===== config.mk =====
export PLATFORM = sky130hd
export DESIGN_NAME = cumdec_row_select
export DESIGN_NICKNAME = d
export VERILOG_FILES = /design/src/rtl/cumdec_pkg.sv /design/src/rtl/cumdec_limit_regs.sv /design/src/rtl/cumdec_compare.sv /design/src/rtl/cumdec_out_stage.sv /design/src/rtl/cumdec_row_select.sv
export SDC_FILE = /design/constraint.sdc
export NUM_CORES = 1
export LEC_CHECK = 0
export BUFFER_PORTS_ARGS = -buffer_cell sky130_fd_sc_hd__buf_2
export CAP_MARGIN = 20
export CORE_MARGIN = 2
export CORE_UTILIZATION = 35
export CTS_CLUSTER_DIAMETER = 150
export DETAILED_ROUTE_END_ITERATION = 8
export PLACE_DENSITY = 0.59
export SYNTH_ARGS = -nofsm -noshare
export SYNTH_HDL_FRONTEND = slang
export SYNTH_HIERARCHICAL = 1
export SYNTH_SLANG_ARGS = --single-unit
export TNS_END_PERCENT = 20

===== constraint.sdc =====
create_clock -name clk -period 5.03 [get_ports clk]
set_clock_uncertainty 0.2 [all_clocks]
set_input_delay 0.503 -clock clk [delete_from_list [all_inputs] [get_ports clk]]
set_output_delay 0.503 -clock clk [all_outputs]
set_load 0.02 [all_outputs]

===== src/rtl/cumdec_pkg.sv =====
// Package: shared sizing for the cumulative row boundary decoder.
// Assumes the limit byte aligns with the top bits of the address.
package cumdec_pkg;
    parameter int unsigned NUM_ROWS = 4;
    parameter int unsigned ADDR_W   = 32;
    parameter int unsigned LIMIT_W  = 8;
    localparam int unsigned ROW_IDX_W = (NUM_ROWS > 1) ? $clog2(NUM_ROWS) : 1;
    localparam int unsigned LIM_BUS_W = NUM_ROWS * LIMIT_W;
    localparam int unsigned LOW_W     = ADDR_W - LIMIT_W;
endpackage


===== src/rtl/cumdec_limit_regs.sv =====
// Module: holds one upper-limit byte per row, written through a byte port.
// Assumes wr_row addresses a valid row; writes to other indices are dropped.
// Reset clears every limit, which leaves all rows empty.
module cumdec_limit_regs
    import cumdec_pkg::*;
#(
    parameter int unsigned ROWS  = NUM_ROWS,
    parameter int unsigned LIM_W = LIMIT_W,
    parameter int unsigned IDX_W = ROW_IDX_W
) (
    input  logic                  clk,
    input  logic                  rst_n,
    input  logic                  wr_en,
    input  logic [IDX_W-1:0]      wr_row,
    input  logic [LIM_W-1:0]      wr_byte,
    output logic [ROWS*LIM_W-1:0] lim_flat
);
    for (genvar r = 0; r < ROWS; r++) begin : g_row
        logic [LIM_W-1:0] lim_q;
        // Purpose: load this row's limit when the write targets it.
        always_ff @(posedge clk) begin
            if (!rst_n) begin
                lim_q <= '0;
            end else if (wr_en && (wr_row == IDX_W'(r))) begin
                lim_q <= wr_byte;
            end
        end
        assign lim_flat[r*LIM_W +: LIM_W] = lim_q;
    end
endmodule


===== src/rtl/cumdec_compare.sv =====
// Module: combinational range match of the address top byte against
// cumulative limits. A row's base is the running maximum of the limits
// below it, so a row whose limit does not rise above that base is empty
// and matches nothing. Assumes lim_flat is stable during the lookup.
module cumdec_compare
    import cumdec_pkg::*;
#(
    parameter int unsigned ROWS  = NUM_ROWS,
    parameter int unsigned LIM_W = LIMIT_W
) (
    input  logic [ROWS*LIM_W-1:0] lim_flat,
    input  logic [LIM_W-1:0]      addr_hi,
    output logic [ROWS-1:0]       hit,
    output logic                  none
);
    logic [LIM_W-1:0] ceil_v [ROWS+1];

    assign ceil_v[0] = '0;

    for (genvar r = 0; r < ROWS; r++) begin : g_cmp
        logic [LIM_W-1:0] lim_r;
        logic             populated;
        assign lim_r     = lim_flat[r*LIM_W +: LIM_W];
        assign populated = lim_r > ceil_v[r];
        // Purpose: match when base <= addr_hi < limit in a populated row.
        always_comb begin
            hit[r] = populated && (addr_hi >= ceil_v[r]) && (addr_hi < lim_r);
        end
        // Purpose: carry the highest limit seen so far upward.
        always_comb begin
            ceil_v[r+1] = populated ? lim_r : ceil_v[r];
        end
    end

    assign none = ~|hit;
endmodule


===== src/rtl/cumdec_out_stage.sv =====
// Module: registers the lookup result one cycle after the request strobe.
// Assumes hit is one-hot or zero; outputs are cleared on idle cycles.
module cumdec_out_stage
    import cumdec_pkg::*;
#(
    parameter int unsigned ROWS = NUM_ROWS
) (
    input  logic            clk,
    input  logic            rst_n,
    input  logic            req,
    input  logic [ROWS-1:0] hit,
    input  logic            none,
    output logic [ROWS-1:0] sel_q,
    output logic            miss_q,
    output logic            vld_q
);
    // Purpose: capture select/miss on a request, clear them otherwise.
    always_ff @(posedge clk) begin
        if (!rst_n) begin
            sel_q  <= '0;
            miss_q <= 1'b0;
            vld_q  <= 1'b0;
        end else if (req) begin
            sel_q  <= hit;
            miss_q <= none;
            vld_q  <= 1'b1;
        end else begin
            sel_q  <= '0;
            miss_q <= 1'b0;
            vld_q  <= 1'b0;
        end
    end
endmodule


===== src/rtl/cumdec_row_select.sv =====
// Module: top of the cumulative row boundary decoder. Ties together the
// limit registers, the range compare and the output register.
// Assumes limits are programmed before lookups that depend on them.
module cumdec_row_select
    import cumdec_pkg::*;
#(
    parameter int unsigned ROWS  = NUM_ROWS,
    parameter int unsigned AW    = ADDR_W,
    parameter int unsigned LIM_W = LIMIT_W,
    localparam int unsigned IDX_W = (ROWS > 1) ? $clog2(ROWS) : 1
) (
    input  logic             clk,
    input  logic             rst_n,
    input  logic             lim_wr_en,
    input  logic [IDX_W-1:0] lim_wr_row,
    input  logic [LIM_W-1:0] lim_wr_byte,
    input  logic             addr_valid,
    input  logic [AW-1:0]    addr,
    output logic [ROWS-1:0]  row_sel,
    output logic             row_miss,
    output logic             result_valid
);
    logic [ROWS*LIM_W-1:0] lim_flat;
    logic [LIM_W-1:0]      addr_hi;
    logic [AW-LIM_W-1:0]   addr_low_unused;
    logic [ROWS-1:0]       hit;
    logic                  none;

    assign addr_hi         = addr[AW-1 -: LIM_W];
    assign addr_low_unused = addr[AW-LIM_W-1:0];

    cumdec_limit_regs #(.ROWS(ROWS), .LIM_W(LIM_W), .IDX_W(IDX_W)) u_regs (
        .clk      (clk),
        .rst_n    (rst_n),
        .wr_en    (lim_wr_en),
        .wr_row   (lim_wr_row),
        .wr_byte  (lim_wr_byte),
        .lim_flat (lim_flat)
    );

    cumdec_compare #(.ROWS(ROWS), .LIM_W(LIM_W)) u_cmp (
        .lim_flat (lim_flat),
        .addr_hi  (addr_hi),
        .hit      (hit),
        .none     (none)
    );

    cumdec_out_stage #(.ROWS(ROWS)) u_out (
        .clk    (clk),
        .rst_n  (rst_n),
        .req    (addr_valid),
        .hit    (hit),
        .none   (none),
        .sel_q  (row_sel),
        .miss_q (row_miss),
        .vld_q  (result_valid)
    );
endmodule


==> results.sh <==
export IMPL_outcome="complete, no violations"
export IMPL_drive_above_1_share_pct=28.6
export IMPL_period_needed_ns=4.83
export IMPL_synth_seq_cells=38
export IMPL_crit_chain="inv_1 -> ha_1 -> and4_1 -> nand2b_4 -> a21oi_4 -> buf_6 -> o21ai_4 -> and2_4 -> ha_1 -> nor2b_1 -> o211ai_1 -> a22o_1 -> a21o_4 -> buf_6 -> mux2_2 -> ha_1 -> nand2b_1 -> a21oi_1 -> nand2_1 -> a221o_1 -> o221ai_2 -> a221oi_4 -> nor4_2 -> and3_1"
export IMPL_ys_top_cells_by_area="ha_1 (26%), dfxtp_1 (23%), mux2i_1 (9.8%), nand2_1 (6.0%), inv_1 (4.4%)"
export IMPL_nNetsFinal=581
export IMPL_synth_most_common_cell="ha_1"
export IMPL_crit_top_cell="ha_1"
export IMPL_wirelength_microns=8760
export IMPL_finalSetupViolations=0
export IMPL_diodes=0
export IMPL_synth_seq_area_share_pct=23.3
export IMPL_clock_sinks=38
export IMPL_yosysWarnings=6
export IMPL_total_power_mw=1.08
export IMPL_rr_worst_depth=24
export IMPL_stdcell_area_sq_mm=0.00425
export IMPL_die_h_microns=101
export IMPL_wl_met2_microns=4380
export IMPL_hp_class="reg2reg"
export IMPL_worstPathRequired_ns=5.07
export IMPL_die_area_sq_mm=0.0101
export IMPL_overflow=0
export IMPL_place_gp_congestion=0.855
export IMPL_clock_latency_ns=0.30
export IMPL_yosysUniqueCellTypes=48
export IMPL_io_buffers=27
export IMPL_fmax_ghz=0.207
export IMPL_vdd_ir_drop_max_v=0.000101
export IMPL_antenna_found_initial=0
export IMPL_tns_ns=0
export IMPL_drc=0
export IMPL_worst_path_max_delay_cell="dfxtp_1"
export IMPL_netlist_area_sq_mm=0.00327
export IMPL_placeableCoreArea_sq_mm=0.00915
export IMPL_final_hold_viol_count=0
export IMPL_hold_depth=2
export IMPL_async_flop_share_pct=0
export IMPL_clk_path_buf_depth=2
export IMPL_cts_tree="done"
export IMPL_drv_cap=0
export IMPL_htreeDepth=2
export IMPL_cp_arrival_ns=4.86
export IMPL_grt_pass1_vias=3018
export IMPL_worst_slack_ns=0.202
export IMPL_crit_path_max_incr_delay_ns=0.34
export IMPL_wl_met1_microns=4050
export IMPL_dominantRegCellSynth="dfxtp_1"
export IMPL_wl_met3_microns=231
export IMPL_synthCells=386
export IMPL_antenna_left=0
export IMPL_ctsRootBufferMaster="clkbuf_8"
export IMPL_drt_iter0_markers=87
export IMPL_fillCellCount=887
export IMPL_top_layer="met4"
export IMPL_pre_cts_slack_ns=-0.333
export IMPL_path_max_fanout=8
export IMPL_viasPerCell=5.14
export IMPL_dpl_cell_area_sq_mm=0.00385
export IMPL_wire_per_inst_microns=15.1
export IMPL_synth_top_cells_by_count="ha_1 (68), nand2_1 (52), dfxtp_1 (38), inv_1 (38), mux2i_1 (32)"
export IMPL_start_util_pct=35.7
export IMPL_crit_path_end_kind="register"
export IMPL_cts_clk_slew_worst_paths_ns=0.08
export IMPL_vias=2977
export IMPL_dp_hpwl_microns=6830
export IMPL_die_x_microns=101
export IMPL_syn_avg_cell_area_sq_um=8.48
export IMPL_grt_use_total_pct=17.7
export IMPL_synth_edf_count=0
export IMPL_synth_top_area_share_pct=26.0
export IMPL_grt_pass1_wl_microns=14100
export IMPL_slew_viol_final=0
export IMPL_cts_made_buffers=5
export IMPL_io_pins=52
export IMPL_power_static_leakage_nw=1.98
export IMPL_slew_headroom_pct=47.8
export IMPL_grt_max_degree=47
export IMPL_tightestPinTransition_ns=0.783
export IMPL_placement_rows=35
export IMPL_finalCritPeriodShare_pct=96.0
export IMPL_power_density_mw_per_mm2=254
export IMPL_firstDrtPassIters=4
export IMPL_syn_to_final_growth_pct=29.9
export IMPL_synth_area_leader_cell="ha_1"
export IMPL_path_class="reg2reg"
export IMPL_synth_nets=500
export IMPL_cp_start_kind="register"
flip-flops by register name, summed over array words and instances (netlist names):
signal	count
u_regs/g_row.lim_q	32
u_out/sel_q	4
u_out/miss_q	1
u_out/vld_q	1
cell type report:
type	count	area (sq um)	share of cell area, %
clock buffers	7	86.3	2.03
well taps	111	139	3.27
inverters	38	143	3.36
clock inverters	1	5.00	0.118
flip-flops and latches	38	762	17.9
multi-input cells	300	2540	59.7
repair buffers	84	578	13.6
layer usage:
| layer | GRT usage [%] | vias to the layer above |
|---|---|---|
| met4 | 4.11 | 0 |
| met2 | 32.2 | 40 |
| li1 | - | 1536 |
| met3 | 2.01 | 8 |
| met1 | 22.1 | 1393 |
| met5 | 0 | - |
cells in the final DEF (no fill, tap or decap), drive strengths merged, types with 13 or more instances in the layout:
cell type	n
buf	84
ha	68
nand2	52
inv	38
dfxtp	38
mux2i	32
a21oi	27
o21ai	18
nor2	17
a21o	13
per-stage QoR:
stage / instances / util (%) / hold WS (ns)
after floorplan: 386 / - / 0.239
after global placement: 562 / 42.1 / 0.252
after detailed placement: 562 / 42.1 / 0.266
after CTS: 575 / 44.0 / 0.278
after global routing: 579 / 46.4 / 0.302
final: 579 / 46.4 / 0.280
logic make-up after synthesis:
| group | Yosys count | share of synthesized area, % |
|---|---|---|
| xor+xnor | 2 | 0.535 |
| compound gates | 84 | 17.2 |
| mux | 33 | 10.1 |
| simple gates | 112 | 16.7 |
| buf+inv | 49 | 6.16 |
| fa+ha+maj | 68 | 26.0 |
| flops | 38 | 23.3 |
worst max-delay path: cells and delay by family, from the launching register on:
kind | cells | cell delay [ns]
AO/OA/AOI/OAI | 9 | 1.51
AND/OR/NAND/NOR | 8 | 1.22
adder cells (fa/ha/maj) | 3 | 0.85
flip-flops | 1 | 0.34
multiplexers | 1 | 0.34
buffers and inverters | 3 | 0.32
timing repair:
item                                    4_1_cts  5_1_grt
endpoints found under the setup margin        2        2
hold buffers                                  0        0
setup buffers                                 4        4
cloned                                        1        0
gates resized for setup                      14       37
pin swaps                                     2       18
where the power goes:
group	switching (mW)	internal (mW)	total [mW]
combinational	0.272	0.257	0.529
sequential	0.00863	0.312	0.321
clock	0.117	0.111	0.228
final timing paths:
| check | from | endpoint | slack, ns |
|---|---|---|---|
| max | u_regs/g_row[1].lim_q[0] | u_out/miss_q | 0.20 |
| min | u_regs/g_row[3].lim_q[0] | u_regs/g_row[3].lim_q[0] | 0.28 |
| max reg2reg | u_regs/g_row[1].lim_q[0] | u_out/miss_q | 0.20 |
| min reg2reg | u_regs/g_row[3].lim_q[0] | u_regs/g_row[3].lim_q[0] | 0.28 |
No activity file was read; power rests on OpenSTA's default activity.
